**config.mk**
```make
export PLATFORM = sky130hd
export DESIGN_NAME = ctl_reg_port
export DESIGN_NICKNAME = d
export VERILOG_FILES = /design/src/rtl/ctl_reg_port.sv
export SDC_FILE = /design/constraint.sdc
export NUM_CORES = 1
export LEC_CHECK = 0
export BUFFER_PORTS_ARGS = -buffer_cell sky130_fd_sc_hd__buf_2
export CELL_PAD_IN_SITES_DETAIL_PLACEMENT = 1
export CELL_PAD_IN_SITES_GLOBAL_PLACEMENT = 1
export CORE_AREA = 2 2 73 75
export CTS_BUF_LIST = sky130_fd_sc_hd__clkbuf_8
export CTS_CLUSTER_DIAMETER = 60
export CTS_CLUSTER_SIZE = 28
export DETAILED_ROUTE_END_ITERATION = 10
export DIE_AREA = 0 0 75 77
export PLACE_DENSITY = 0.93
export SLEW_MARGIN = 20
export SYNTH_ARGS = -nofsm -noshare
export SYNTH_HDL_FRONTEND = slang
export SYNTH_SLANG_ARGS = --single-unit
export TNS_END_PERCENT = 1
```
**constraint.sdc**
```tcl
create_clock -name clk -period 2 [get_ports clk]
set_input_delay 0.4 -clock clk [delete_from_list [all_inputs] [get_ports clk]]
set_output_delay 0.4 -clock clk [all_outputs]
set_load 0.02 [all_outputs]
```
**src/rtl/ctl_reg_port.sv**
```systemverilog
`timescale 1ns/1ps
module ctl_reg_port #(
  parameter int FRAME_W = 16,
  parameter int SYNC_STAGES = 2,
  parameter logic [FRAME_W-3:0] VOL_RST = '1
) (
  input  logic               clk,
  input  logic               rst_n,
  input  logic               ctl_clk_i,
  input  logic               ctl_dat_i,
  input  logic               ctl_lat_i,
  input  logic [1:0]         pin_mode_i,
  input  logic               pin_mute_i,
  input  logic               pin_deemph_i,
  input  logic               pin_x2_i,
  input  logic               pin_x4_i,
  output logic [FRAME_W-3:0] vol_left_o,
  output logic [FRAME_W-3:0] vol_right_o,
  output logic               rate_x2_o,
  output logic               rate_x4_o,
  output logic [4:0]         wordlen_o,
  output logic               dp_hold_o,
  output logic               mute_o,
  output logic [1:0]         mode_o,
  output logic [1:0]         deemph_o
);
  localparam int DATA_W = FRAME_W - 2;
  localparam logic [1:0] A_LEFT = 2'b00, A_CTRL = 2'b01, A_RIGHT = 2'b10;

  logic [SYNC_STAGES:0] clk_sy, dat_sy, lat_sy;
  logic [FRAME_W-1:0]   shreg;
  logic [DATA_W-1:0]    vol_l, vol_r, ctl;
  logic                 sclk_rise, lat_rise;
  logic [1:0]           addr;
  logic [DATA_W-1:0]    wdata;

  always_ff @(posedge clk or negedge rst_n)
    if (!rst_n) begin
      clk_sy <= '0;
      dat_sy <= '0;
      lat_sy <= '0;
    end else begin
      clk_sy <= {clk_sy[SYNC_STAGES-1:0], ctl_clk_i};
      dat_sy <= {dat_sy[SYNC_STAGES-1:0], ctl_dat_i};
      lat_sy <= {lat_sy[SYNC_STAGES-1:0], ctl_lat_i};
    end

  assign sclk_rise = clk_sy[SYNC_STAGES-1] & ~clk_sy[SYNC_STAGES];
  assign lat_rise  = lat_sy[SYNC_STAGES-1] & ~lat_sy[SYNC_STAGES];
  assign addr      = shreg[1:0];
  assign wdata     = shreg[FRAME_W-1:2];

  always_ff @(posedge clk or negedge rst_n)
    if (!rst_n) shreg <= '0;
    else if (sclk_rise) shreg <= {shreg[FRAME_W-2:0], dat_sy[SYNC_STAGES-1]};

  always_ff @(posedge clk or negedge rst_n)
    if (!rst_n) begin
      vol_l <= VOL_RST;
      vol_r <= VOL_RST;
      ctl   <= '0;
    end else if (lat_rise) begin
      case (addr)
        A_LEFT:  vol_l <= wdata;
        A_RIGHT: vol_r <= wdata;
        A_CTRL:  ctl   <= wdata;
        default: ;
      endcase
    end

  assign vol_left_o  = vol_l;
  assign vol_right_o = vol_r;
  assign rate_x2_o   = ctl[11] | pin_x2_i;
  assign rate_x4_o   = ctl[10] | pin_x4_i;
  assign dp_hold_o   = ctl[7];
  assign mute_o      = ctl[6] | pin_mute_i;
  assign mode_o      = ctl[5:4] | pin_mode_i;
  assign deemph_o    = ctl[3:2] | {1'b0, pin_deemph_i};

  always_comb
    case (ctl[9:8])
      2'b01:   wordlen_o = 5'd20;
      2'b10:   wordlen_o = 5'd16;
      default: wordlen_o = 5'd24;
    endcase

  always_comb
    AST_WORDLEN_LEGAL: assert (wordlen_o == 5'd16 || wordlen_o == 5'd20 || wordlen_o == 5'd24);

  AST_HOLD_NO_LATCH: assert property (@(posedge clk) disable iff (!rst_n)
    !lat_rise |=> $stable(vol_l) && $stable(vol_r) && $stable(ctl));
  AST_ADDR3_IGNORED: assert property (@(posedge clk) disable iff (!rst_n)
    lat_rise && addr == 2'b11 |=> $stable(vol_l) && $stable(vol_r) && $stable(ctl));
  AST_LEFT_LOAD: assert property (@(posedge clk) disable iff (!rst_n)
    lat_rise && addr == A_LEFT |=> vol_left_o == $past(wdata) && $stable(vol_r));
  AST_SOFT_RESET_BIT: assert property (@(posedge clk) disable iff (!rst_n)
    lat_rise && addr == A_CTRL |=> dp_hold_o == $past(wdata[7]) && $stable(vol_l));
  AST_MUTE_PIN: assert property (@(posedge clk) disable iff (!rst_n)
    pin_mute_i |-> mute_o);
endmodule

```
==> metrics.txt, run 1 <==
# TYPE chip_impl_metric gauge
chip_impl_metric{name="place_hpwl",unit="mm"} 2.88
chip_impl_metric{name="ios",unit=""} 52
chip_impl_metric{name="first_global_vias",unit=""} 1429
chip_impl_info{name="root_buf_cell",value="clkbuf_8"} 1
chip_impl_metric{name="yosys_warnings",unit=""} 0
chip_impl_metric{name="grt_max_degree",unit=""} 63
chip_impl_metric{name="critical_path_data_required_time",unit="ns"} 2.22
chip_impl_info{name="timing.critical_path.cells",value="and4bb_1 -> mux2_2"} 1
chip_impl_metric{name="fin_skew",unit="ns"} 0.00434
chip_impl_info{name="worst_path_dominant_cell_family",value="simple AND/OR/NAND/NOR gates"} 1
chip_impl_metric{name="syn_area_per_cell",unit="µm²"} 17.4
chip_impl_metric{name="drc",unit=""} 0
chip_impl_metric{name="die_w",unit="µm"} 75
chip_impl_metric{name="p_seq_share",unit="%"} 47.8
chip_impl_info{name="unrepaired_setup_endpoints_after_global_routing",value="false"} 1
chip_impl_metric{name="critical_path.max_fanout",unit=""} 10
chip_impl_metric{name="synth_top_area_share",unit="%"} 34.9
chip_impl_metric{name="count_of_flip_flops_with_a_built_in_enable_after_synthesis",unit=""} 0
chip_impl_info{name="cells_taking_the_most_area_after_synthesis",value="dfrtp_1, dfstp_2, mux2_2, mux2_4, mux2_1"} 1
chip_impl_metric{name="clk_latency",unit="ns"} 0.34
chip_impl_metric{name="min_period_over_period",unit="%"} 80.1
chip_impl_info{name="setup.worst_path.start_class",value="flip-flop"} 1
chip_impl_info{name="run_status",value="finished, final reports clean"} 1
chip_impl_metric{name="num_rows",unit=""} 26
chip_impl_metric{name="netlist-cell-type-count",unit=""} 16
chip_impl_metric{name="core_region_area",unit="µm²"} 4980
chip_impl_metric{name="hold_violations",unit=""} 0
chip_impl_info{name="critical_path.reg2reg.endpoint",value="ctl[11]$_DFFE_PN0P_"} 1
chip_impl_metric{name="cts_buffer_depth",unit=""} 2
chip_impl_metric{name="pint",unit="µW"} 3110
chip_impl_metric{name="via_per_inst",unit=""} 4.94
chip_impl_metric{name="power.ir.vdd_worst",unit="mV"} 0.678
chip_impl_metric{name="overall_fraction_of_global_route_tracks_in_use",unit="%"} 17.2
chip_impl_info{name="end_kind",value="flip-flop"} 1
chip_impl_metric{name="initial_utilization",unit="%"} 48.9
chip_impl_metric{name="max_slew.worst_pin.slew",unit="ns"} 0.537
chip_impl_metric{name="cts_setup_buffers",unit=""} 0
chip_impl_metric{name="placement.io_buffers",unit=""} 48
chip_impl_metric{name="post_synth_instance_area",unit="µm²"} 2440
chip_impl_metric{name="slowest_delay",unit="ns"} 0.65
chip_impl_metric{name="die-height",unit="µm"} 77
chip_impl_metric{name="synthArstFlopShare",unit="%"} 100
chip_impl_metric{name="global_placement_routability_congestion",unit=""} 0.661
chip_impl_info{name="cpMaxStageDelayCell",value="and4bb_1"} 1
chip_impl_metric{name="maxClockFrequency",unit="MHz"} 625
chip_impl_metric{name="cts.htree.levels",unit=""} 3
chip_impl_metric{name="fin_cells",unit=""} 270
chip_impl_metric{name="post_cts_resized",unit=""} 0
chip_impl_metric{name="final_core_util",unit="%"} 58.9
chip_impl_metric{name="maxSlewHeadroom",unit="%"} 64.2
chip_impl_metric{name="fin_setup_tns",unit="ns"} 0
chip_impl_metric{name="grt.met3_usage",unit="%"} 6.44
chip_impl_metric{name="ff2ff_setup_slack",unit="ns"} 0.40
chip_impl_metric{name="p_switching",unit="µW"} 1470
chip_impl_metric{name="drt-total-wl",unit="mm"} 4.36
chip_impl_metric{name="holdBufCountCts",unit=""} 0
chip_impl_info{name="postSynth.topFlopCell",value="dfrtp_1"} 1
chip_impl_metric{name="detailroute.via_count",unit=""} 1333
chip_impl_metric{name="sw_frac_of_total",unit="%"} 32.1
chip_impl_metric{name="combPwrFrac",unit="%"} 28.5
chip_impl_info{name="global_route.peak_usage_layer",value="met2"} 1
chip_impl_metric{name="fin_nets",unit=""} 207
chip_impl_metric{name="powerDensity",unit="nW/µm²"} 1570
chip_impl_metric{name="final-setup-viol-count",unit=""} 0
chip_impl_info{name="crit-reg2reg-launch",value="shreg[1]$_DFFE_PN0P_"} 1
chip_impl_info{name="synth_area_leader_cell",value="dfrtp_1"} 1
chip_impl_metric{name="clkSlewWorstSetupHoldPaths",unit="ns"} 0.06
chip_impl_metric{name="final_layout_size_suffix_gt1_share",unit="%"} 72.5
chip_impl_metric{name="static-leakage-power",unit="µW"} 0.00140
chip_impl_metric{name="max-cap-violations",unit=""} 0
chip_impl_metric{name="dr.pass1.iters",unit=""} 4
chip_impl_metric{name="die_area",unit="µm²"} 5780
chip_impl_metric{name="synth.yosys.seq_area_share",unit="%"} 65.1
chip_impl_info{name="cell_with_the_most_instances_after_synthesis",value="dfrtp_1"} 1
chip_impl_metric{name="grt.overflow.total",unit=""} 0
chip_impl_metric{name="critical_path_at",unit="ns"} 1.82
chip_impl_metric{name="cts_made_buffers",unit=""} 9
chip_impl_info{name="clock_tree_from_tritoncts",value="done"} 1
chip_impl_metric{name="synthToLayoutAreaGrowth",unit="%"} 20.3
chip_impl_metric{name="fin_crit",unit="ns"} 1.60
chip_impl_metric{name="ys_seq_elements",unit=""} 62
chip_impl_metric{name="globalRouteMet2Util",unit="%"} 26.2
chip_impl_metric{name="cts_num_sinks",unit=""} 62
chip_impl_metric{name="wire_length_of_the_first_global_routing_pass",unit="mm"} 7.14
chip_impl_metric{name="post_drt_wl_per_cell",unit="µm"} 16.1
chip_impl_metric{name="power.share.clock",unit="%"} 23.7
chip_impl_info{name="post_synth_most_frequent_cells",value="dfrtp_1, mux2_2, dfstp_2"} 1
chip_impl_metric{name="timing.critical_path.buf_inv",unit=""} 0
chip_impl_info{name="timing.setup.critical_path_class",value="reg2reg"} 1
chip_impl_metric{name="netlist_instances",unit=""} 140
chip_impl_metric{name="grt_antenna_before_repair",unit=""} 0
chip_impl_metric{name="reg2reg_depth",unit=""} 2
chip_impl_metric{name="timing_max_transition_violations_final",unit=""} 0
chip_impl_metric{name="antenna_left",unit=""} 0
chip_impl_metric{name="use_met1",unit="%"} 20.9
chip_impl_metric{name="n_antenna_cell",unit=""} 0
chip_impl_metric{name="dr.first_iter.drc_count",unit=""} 78
chip_impl_metric{name="place_inst",unit=""} 254
chip_impl_info{name="hp-class",value="in2async"} 1
-- per-stage QoR --
stage / setup slack, ns / hold slack [ns] / cell area [µm²] / total power [µW]
floorplan: 0.626 / 0.104 / 2440 / 3080
detailed placement: 0.383 / 0.336 / 2730 / 3540
global route: 0.296 / 0.0796 / 2930 / 4850
global placement: 0.408 / 0.332 / 2730 / 3470
CTS: 0.376 / 0.0617 / 2930 / 4660
finish: 0.399 / 0.0617 / 2930 / 4590
-- worst register-to-register path: cells and delay by family, from the launching register on --
kind	cells	cell delay, ns
multiplexers	1	0.40
AND/OR/NAND/NOR	1	0.65
flip-flops	1	0.44
-- flip-flops by register name, indices dropped and copies added, names as in the netlist --
register     cells
clk_sy           3
ctl             10
dat_sy           2
lat_sy           3
shreg           16
vol_left_o      14
vol_right_o     14
-- power by group through the flow --
stage / clock network (µW) / logic, µW / registers [µW]
floorplan: 0 / 661 / 2420
global placement: 0 / 1270 / 2200
detailed placement: 0 / 1320 / 2220
CTS: 1120 / 1330 / 2200
global route: 1170 / 1410 / 2270
finish: 1090 / 1310 / 2190
-- how the worst max path moves through the flow --
stage / from / cells after the start / endpoint
6_report: shreg[1]$_DFFE_PN0P_ / 2 / ctl[11]$_DFFE_PN0P_
5_1_grt: shreg[1]$_DFFE_PN0P_ / 2 / ctl[8]$_DFFE_PN0P_
4_1_cts: shreg[1]$_DFFE_PN0P_ / 2 / ctl[11]$_DFFE_PN0P_
3_5_place_dp: shreg[1]$_DFFE_PN0P_ / 2 / ctl[9]$_DFFE_PN0P_
3_3_place_gp: shreg[1]$_DFFE_PN0P_ / 2 / ctl[3]$_DFFE_PN0P_
2_1_floorplan: lat_sy[2]$_DFF_PN0_ / 3 / vol_left_o[10]$_DFFE_PN1P_
-- kinds of logic (layout without fill, tap and decap cells) --
logic type,Yosys count,in the layout,share of synthesized area (%)
flip-flops,62,62,65.1
multiplexers,54,54,26.5
adder cells (fa/ha/maj),1,1,0.514
buffers and inverters,11,70,3.75
other,2,3,0.308
AND/OR/NAND/NOR,10,10,3.80
-- area by class of cell --
type                    count  area (µm²)
repair buffers             53         290
clock inverters             5        48.8
clock buffers              11         151
multi-input cells          68         762
fillers                   494        2050
well taps                  70        87.6
flip-flops and latches     62        1590
inverters                   1        3.75
-- per-layer routing --
| metal | share of wire, % | up-vias |
|---|---|---|
| li1 | - | 592 |
| met1 | 41 | 690 |
| met2 | 51 | 40 |
| met3 | 5.2 | 11 |
| met4 | 2.6 | 0 |
| met5 | 0 | - |
-- placed cells by master (no fill, tap or decap), types with 2 or more instances in the layout --
cell / n
inv_1: 2
mux2_1: 12
dfstp_2: 28
mux2_4: 10
and4bb_1: 2
buf_2: 48
dfrtp_1: 34
or2_2: 6
mux2_2: 32
clkbuf_8: 11
conb_1: 3
buf_4: 4
clkinv_2: 3
Power figures use the tool's default switching activity.
==> run 2, diff against run 1 <==
- ABC_AREA: not set -> 1
- CORE_AREA: 2 2 73 75 -> 2 2 80 82
- DIE_AREA: 0 0 75 77 -> 0 0 82 84
- PLACE_DENSITY: 0.93 -> 0.87
- clock period: 2 -> 1.6 ns (I/O delays scaled with it)
==> metrics.txt, run 2 <==
# TYPE chip_impl_metric gauge
chip_impl_metric{name="synthArstFlopShare",unit="%"} 100
chip_impl_metric{name="cts.htree.levels",unit=""} 3
chip_impl_info{name="regMostFlops",value="shreg"} 1
chip_impl_metric{name="maxSlewHeadroom",unit="%"} 65.9
chip_impl_metric{name="timing_max_transition_violations_final",unit=""} 0
chip_impl_metric{name="grt.overflow.total",unit=""} 0
chip_impl_metric{name="ios",unit=""} 52
chip_impl_info{name="post_synth_most_frequent_cells",value="nand2_1, nand3_1, dfrtp_1"} 1
chip_impl_metric{name="netlist_instances",unit=""} 259
chip_impl_metric{name="powerDensity",unit="nW/µm²"} 1560
chip_impl_metric{name="drc",unit=""} 0
chip_impl_metric{name="critical_path_data_required_time",unit="ns"} 1.28
chip_impl_metric{name="post_synth_instance_area",unit="µm²"} 2470
chip_impl_metric{name="hold_violations",unit=""} 0
chip_impl_metric{name="die_w",unit="µm"} 82
chip_impl_metric{name="cts_buffer_depth",unit=""} 2
chip_impl_metric{name="final_layout_size_suffix_gt1_share",unit="%"} 35.0
chip_impl_info{name="hold_path_startpoint",value="ctl_dat_i"} 1
chip_impl_metric{name="sw_frac_of_total",unit="%"} 32.7
chip_impl_info{name="timing.critical_path.cells",value="ha_1 -> buf_2"} 1
chip_impl_metric{name="multi_input_comb_area",unit="µm²"} 768
chip_impl_metric{name="die_area",unit="µm²"} 6890
chip_impl_metric{name="static-leakage-power",unit="µW"} 0.00162
chip_impl_metric{name="largest_register_ff_count",unit=""} 16
chip_impl_metric{name="clk_latency",unit="ns"} 0.35
chip_impl_metric{name="place_inst",unit=""} 377
chip_impl_metric{name="synth_top_area_share",unit="%"} 34.5
chip_impl_metric{name="critical_path.max_fanout",unit=""} 2
chip_impl_metric{name="area_taken_by_flip_flops_and_latches",unit="µm²"} 1590
chip_impl_info{name="worst_setup_path_startpoint",value="ctl[8]$_DFFE_PN0P_"} 1
chip_impl_metric{name="p_seq_share",unit="%"} 48.4
chip_impl_metric{name="dr.first_iter.drc_count",unit=""} 83
chip_impl_metric{name="min_period_over_period",unit="%"} 93.4
chip_impl_info{name="setup.worst_path.start_class",value="flip-flop"} 1
chip_impl_metric{name="dp_slack",unit="ns"} 0.310
chip_impl_metric{name="n_antenna_cell",unit=""} 0
chip_impl_metric{name="power.ir.vdd_worst",unit="mV"} 0.613
chip_impl_metric{name="dr.pass1.iters",unit=""} 4
chip_impl_metric{name="via_per_inst",unit=""} 4.92
chip_impl_metric{name="setup_slack",unit="ns"} 0.105
chip_impl_metric{name="detailroute.via_count",unit=""} 1939
chip_impl_metric{name="syn_area_per_cell",unit="µm²"} 9.52
chip_impl_metric{name="drt-total-wl",unit="mm"} 5.56
chip_impl_metric{name="placement.io_buffers",unit=""} 48
chip_impl_metric{name="core_region_area",unit="µm²"} 6100
chip_impl_info{name="mostFrequentLayoutCells",value="nand2_1, nand3_1, buf_2"} 1
chip_impl_metric{name="fin_cells",unit=""} 394
chip_impl_metric{name="max-cap-violations",unit=""} 0
chip_impl_metric{name="cts_num_sinks",unit=""} 62
chip_impl_metric{name="p_switching",unit="µW"} 1530
chip_impl_info{name="cell_with_the_most_instances_after_synthesis",value="nand2_1"} 1
chip_impl_info{name="postSynth.topFlopCell",value="dfrtp_1"} 1
chip_impl_metric{name="fin_nets",unit=""} 324
chip_impl_metric{name="netlist-cell-type-count",unit=""} 18
chip_impl_metric{name="final-setup-viol-count",unit=""} 0
chip_impl_info{name="crit-reg2reg-launch",value="shreg[1]$_DFFE_PN0P_"} 1
chip_impl_metric{name="fin_crit",unit="ns"} 1.49
chip_impl_metric{name="overall_fraction_of_global_route_tracks_in_use",unit="%"} 18.3
chip_impl_metric{name="post_drt_wl_per_cell",unit="µm"} 14.1
chip_impl_info{name="cpMaxStageDelayCell",value="dfrtp_1"} 1
chip_impl_metric{name="slowest_delay",unit="ns"} 0.38
chip_impl_info{name="synth_area_leader_cell",value="dfrtp_1"} 1
chip_impl_metric{name="power.share.clock",unit="%"} 29.7
chip_impl_metric{name="synthToLayoutAreaGrowth",unit="%"} 21.8
chip_impl_metric{name="fin_skew",unit="ns"} 0.0109
chip_impl_info{name="unrepaired_setup_endpoints_after_global_routing",value="false"} 1
chip_impl_metric{name="cts_made_buffers",unit=""} 9
chip_impl_metric{name="grt_antenna_before_repair",unit=""} 0
chip_impl_metric{name="maxClockFrequency",unit="MHz"} 669
chip_impl_metric{name="ys_seq_elements",unit=""} 62
chip_impl_metric{name="final_hold_slack",unit="ns"} 0.0808
chip_impl_metric{name="post_cts_resized",unit=""} 0
chip_impl_metric{name="wire_length_of_the_first_global_routing_pass",unit="mm"} 9.40
chip_impl_info{name="end_kind",value="primary output"} 1
chip_impl_metric{name="fin_setup_tns",unit="ns"} 0
chip_impl_metric{name="combPwrFrac",unit="%"} 21.8
chip_impl_metric{name="max_slew.worst_pin.slew",unit="ns"} 0.511
chip_impl_metric{name="synth.yosys.seq_area_share",unit="%"} 64.3
chip_impl_metric{name="initial_utilization",unit="%"} 40.5
chip_impl_metric{name="yosys_warnings",unit=""} 0
chip_impl_info{name="cells_taking_the_most_area_after_synthesis",value="dfrtp_1, dfstp_2, nand2_1, nand3_1, buf_2"} 1
chip_impl_info{name="layout.cells.most_common",value="nand2_1"} 1
chip_impl_metric{name="critical_path_at",unit="ns"} 1.17
chip_impl_metric{name="pint",unit="µW"} 3140
chip_impl_metric{name="count_of_flip_flops_with_a_built_in_enable_after_synthesis",unit=""} 0
chip_impl_info{name="clock_tree_from_tritoncts",value="done"} 1
chip_impl_metric{name="grt_max_degree",unit=""} 63
chip_impl_info{name="timing.setup.critical_path_class",value="reg2out"} 1
chip_impl_metric{name="antenna_left",unit=""} 0
chip_impl_metric{name="fillCellCount",unit=""} 724
chip_impl_metric{name="num_rows",unit=""} 29
chip_impl_metric{name="global_placement_routability_congestion",unit=""} 0.750
chip_impl_info{name="root_buf_cell",value="clkbuf_8"} 1
chip_impl_metric{name="first_global_vias",unit=""} 1939
chip_impl_metric{name="place_hpwl",unit="mm"} 3.72
chip_impl_info{name="hp-class",value="in2reg"} 1
chip_impl_metric{name="die-height",unit="µm"} 84
chip_impl_info{name="run_status",value="finished, final reports clean"} 1
chip_impl_metric{name="clkSlewWorstSetupHoldPaths",unit="ns"} 0.07
-- run 2: changes by cell type in the layout (fill, tap and decap cells not counted), sizes merged, moves of 3 or more --
cell / change
inv: +5
nand3: +49
o21ai: +3
mux2: -54
nand2: +105
buf: +4
nor2: +6
-- run 2: final timing paths --
kind,endpoint,slack (ns),cells after the start
max in group asynchronous,vol_right_o[1]$_DFFE_PN1P_,0.77,3
worst min register to register,lat_sy[1]$_DFF_PN0_,0.35,0
worst max register to register,vol_right_o[11]$_DFFE_PN1P_,0.33,5
min in group asynchronous,clk_sy[2]$_DFF_PN0_,0.50,3
worst max-delay path,wordlen_o[3],0.11,2
worst min-delay path,dat_sy[0]$_DFF_PN0_,0.08,1
-- run 2: timing repair --
item	in CTS	in global routing
endpoints found under the hold margin	34	0
buffers inserted	0	0
hold buffers	1	0
-- run 2: power groups by stage --
stage                     Combinational, µW  Sequential (µW)  Clock (µW)
after floorplan                         456             2460           0
after global placement                  991             2260           0
after detailed placement               1030             2280           0
after CTS                              1040             2260        1430
after global routing                   1140             2300        1490
final                                  1020             2260        1390
-- run 2: area by class of cell --
cell class / instances / share of cell area [%]
repair buffers: 58 / 11.0
multi-input cells: 175 / 25.6
flip-flops and latches: 62 / 52.8
clock inverters: 5 / 1.62
well taps: 77 / 3.21
inverters: 6 / 0.750
clock buffers: 11 / 5.04
-- run 2: cell families (layout without fill, tap and decap cells) --
logic type               Yosys count  count (layout)  share of synthesized area, %
AO/OA/AOI/OAI                      5               5                          1.01
AND/OR/NAND/NOR                  166             166                          29.2
other                              2               3                         0.305
adder cells (fa/ha/maj)            1               1                         0.507
buffers and inverters             23              80                          4.67
flip-flops                        62              62                          64.3
-- run 2: through the flow --
stage / util (%) / total power, µW / area (µm²)
after floorplan: - / 2920 / 2470
after global placement: 45.8 / 3250 / 2790
after detailed placement: 45.8 / 3310 / 2790
after CTS: 49.3 / 4730 / 3000
after global routing: 49.3 / 4930 / 3000
final: 49.3 / 4670 / 3000
-- run 2: routing by layer --
metal  vias up  GRT usage [%]  part of all wire [%]
met5         -              0                     0
met4         0           7.73                   1.7
met3         9           4.55                   4.4
met2        55           29.0                    49
met1       954           23.5                    45
li1        921              -                     -
-- run 2: worst max-delay path, delay by kind of cell (launching register included) --
| kind | cells | cell delay, ns |
|---|---|---|
| buf+inv | 1 | 0.16 |
| fa+ha+maj | 1 | 0.29 |
| flops | 1 | 0.38 |
==> run 3, diff against run 2 <==
- BUFFER_PORTS_ARGS: -buffer_cell sky130_fd_sc_hd__buf_2 -> not set
- CORE_AREA: 2 2 80 82 -> 2 2 74 76
- DIE_AREA: 0 0 82 84 -> 0 0 76 78
- DONT_BUFFER_PORTS: not set -> 1
- SKIP_CTS_REPAIR_TIMING: not set -> 1
==> metrics.txt, run 3 (synthesis results as in run 2) <==
# TYPE chip_impl_metric gauge
chip_impl_metric{name="fin_crit",unit="ns"} 1.44
chip_impl_metric{name="powerDensity",unit="nW/µm²"} 1560
chip_impl_info{name="clock_tree_from_tritoncts",value="done"} 1
chip_impl_metric{name="detailroute.via_count",unit=""} 1789
chip_impl_info{name="layout.cells.most_common",value="nand2_1"} 1
chip_impl_metric{name="grt_max_degree",unit=""} 63
chip_impl_metric{name="initial_utilization",unit="%"} 48.9
chip_impl_metric{name="fin_nets",unit=""} 277
chip_impl_metric{name="critical_path.max_fanout",unit=""} 2
chip_impl_metric{name="min_period_over_period",unit="%"} 89.7
chip_impl_info{name="hp-class",value="in2async"} 1
chip_impl_info{name="run_status",value="finished, violations left"} 1
chip_impl_metric{name="placement.io_buffers",unit=""} 0
chip_impl_metric{name="timing.critical_path.buf_inv",unit=""} 0
chip_impl_metric{name="via_per_inst",unit=""} 5.26
chip_impl_metric{name="core_region_area",unit="µm²"} 5040
chip_impl_metric{name="cts_made_buffers",unit=""} 9
chip_impl_metric{name="max_slew.worst_pin.slew",unit="ns"} 0.502
chip_impl_metric{name="die-height",unit="µm"} 78
chip_impl_metric{name="synthToLayoutAreaGrowth",unit="%"} 10.7
chip_impl_info{name="timing.critical_path.cells",value="ha_1"} 1
chip_impl_metric{name="antenna_left",unit=""} 0
chip_impl_metric{name="cts.htree.levels",unit=""} 3
chip_impl_info{name="timing.setup.critical_path_class",value="reg2out"} 1
chip_impl_metric{name="clk_latency",unit="ns"} 0.34
chip_impl_info{name="end_kind",value="primary output"} 1
chip_impl_metric{name="first_global_vias",unit=""} 1897
chip_impl_metric{name="wire_length_of_the_first_global_routing_pass",unit="mm"} 9.13
chip_impl_metric{name="cts_buffer_depth",unit=""} 2
chip_impl_metric{name="static-leakage-power",unit="µW"} 0.00135
chip_impl_metric{name="cts_num_sinks",unit=""} 62
chip_impl_metric{name="die_w",unit="µm"} 76
chip_impl_metric{name="grt_antenna_before_repair",unit=""} 0
chip_impl_metric{name="post_drt_wl_per_cell",unit="µm"} 15.7
chip_impl_info{name="unrepaired_setup_endpoints_after_global_routing",value="false"} 1
chip_impl_metric{name="hold_violations",unit=""} 62
chip_impl_metric{name="global_placement_routability_congestion",unit=""} 0.814
chip_impl_metric{name="critical_path_data_required_time",unit="ns"} 1.28
chip_impl_info{name="violated_checks",value="negative hold slack"} 1
chip_impl_info{name="setup.worst_path.start_class",value="flip-flop"} 1
chip_impl_metric{name="power.ir.vdd_worst",unit="mV"} 0.747
chip_impl_metric{name="final_layout_size_suffix_gt1_share",unit="%"} 23.3
chip_impl_metric{name="slowest_delay",unit="ns"} 0.39
chip_impl_metric{name="clkSlewWorstSetupHoldPaths",unit="ns"} 0.07
chip_impl_info{name="regMostFlops",value="shreg"} 1
chip_impl_info{name="cpMaxStageDelayCell",value="dfrtp_1"} 1
chip_impl_metric{name="ios",unit=""} 52
chip_impl_metric{name="final-setup-viol-count",unit=""} 0
chip_impl_metric{name="maxSlewHeadroom",unit="%"} 66.4
chip_impl_info{name="root_buf_cell",value="clkbuf_8"} 1
chip_impl_metric{name="critical_path_at",unit="ns"} 1.12
chip_impl_metric{name="num_rows",unit=""} 26
chip_impl_metric{name="overall_fraction_of_global_route_tracks_in_use",unit="%"} 20.1
chip_impl_metric{name="fin_setup_tns",unit="ns"} 0
chip_impl_metric{name="fin_skew",unit="ns"} 0.00642
chip_impl_info{name="worst_path_dominant_cell_family",value="flip-flops"} 1
chip_impl_metric{name="drt-total-wl",unit="mm"} 5.34
chip_impl_metric{name="final_hold_slack",unit="ns"} -0.336
chip_impl_metric{name="die_area",unit="µm²"} 5930
chip_impl_metric{name="fillCellCount",unit=""} 585
chip_impl_info{name="mostFrequentLayoutCells",value="nand2_1, nand3_1, dfrtp_1"} 1
chip_impl_metric{name="place_hpwl",unit="mm"} 3.63
chip_impl_metric{name="n_antenna_cell",unit=""} 0
chip_impl_metric{name="timing_max_transition_violations_final",unit=""} 0
chip_impl_metric{name="maxClockFrequency",unit="MHz"} 697
chip_impl_metric{name="grt.overflow.total",unit=""} 0
chip_impl_metric{name="max-cap-violations",unit=""} 0
chip_impl_metric{name="largest_register_ff_count",unit=""} 16
chip_impl_metric{name="dr.first_iter.drc_count",unit=""} 138
chip_impl_metric{name="dr.pass1.iters",unit=""} 4
chip_impl_metric{name="drc",unit=""} 0
==> run 3: changes by cell type in the layout (fill, tap and decap cells not counted) <==
| cell | delta |
|---|---|
| clkinvlp_4 | +5 |
| clkbuf_8 | -2 |
| inv_1 | -1 |
| clkinv_2 | -2 |
| buf_2 | -48 |
| clkinv_4 | +1 |
| bufinv_16 | -1 |
| dlygate4sd3_1 | +2 |
| buf_12 | -1 |
==> run 3: worst paths after layout <==
kind                                           from                           to  slack [ns]  depth (start not counted)
worst max-delay path             ctl[8]$_DFFE_PN0P_                 wordlen_o[3]        0.16                          1
worst min-delay path                          rst_n          dat_sy[0]$_DFF_PN0_       -0.34                          0
worst max register to register  lat_sy[1]$_DFF_PN0_    vol_left_o[3]$_DFFE_PN1P_        0.37                          5
worst min register to register  dat_sy[0]$_DFF_PN0_          dat_sy[1]$_DFF_PN0_        0.36                          0
max in group asynchronous                     rst_n  vol_right_o[13]$_DFFE_PN1P_        1.73                          0
min in group clk                dat_sy[0]$_DFF_PN0_          dat_sy[1]$_DFF_PN0_        0.36                          0
==> run 3: through the flow <==
| step | utilization (%) | setup slack, ns | area, µm² | power [µW] | std cells |
|---|---|---|---|---|---|
| floorplan | - | 0.525 | 2470 | 2920 | 260 |
| global placement | 50.1 | 0.423 | 2520 | 3050 | 321 |
| detailed placement | 50.1 | 0.370 | 2520 | 3100 | 321 |
| CTS | 53.5 | 0.140 | 2700 | 4310 | 337 |
| global route | 54.1 | 0.118 | 2730 | 4500 | 340 |
| finish | 54.1 | 0.165 | 2730 | 4260 | 340 |
==> run 3: power by group <==
part           total, µW  switching [µW]  internal, µW
registers           2540             515          2030
logic                526             336           189
clock network       1190             633           558
total               4260            1490          2780
==> run 3: metal layers <==
metal	share of wire, %	track usage, %
met5	0	0
met1	44	24.6
met2	48	32.4
met4	2.9	12.7
met3	5.3	4.65
==> run 3: cell type report <==
cell class / count / area (µm²) / area share, %
Clock buffer: 9 / 124 / 4.54
Clock inverter: 7 / 51.3 / 1.88
Inverter: 6 / 22.5 / 0.825
Multi-Input combinational cell: 175 / 768 / 28.1
Sequential cell: 62 / 1590 / 58.1
Tap cell: 70 / 87.6 / 3.21
Timing Repair Buffer: 11 / 90.1 / 3.30
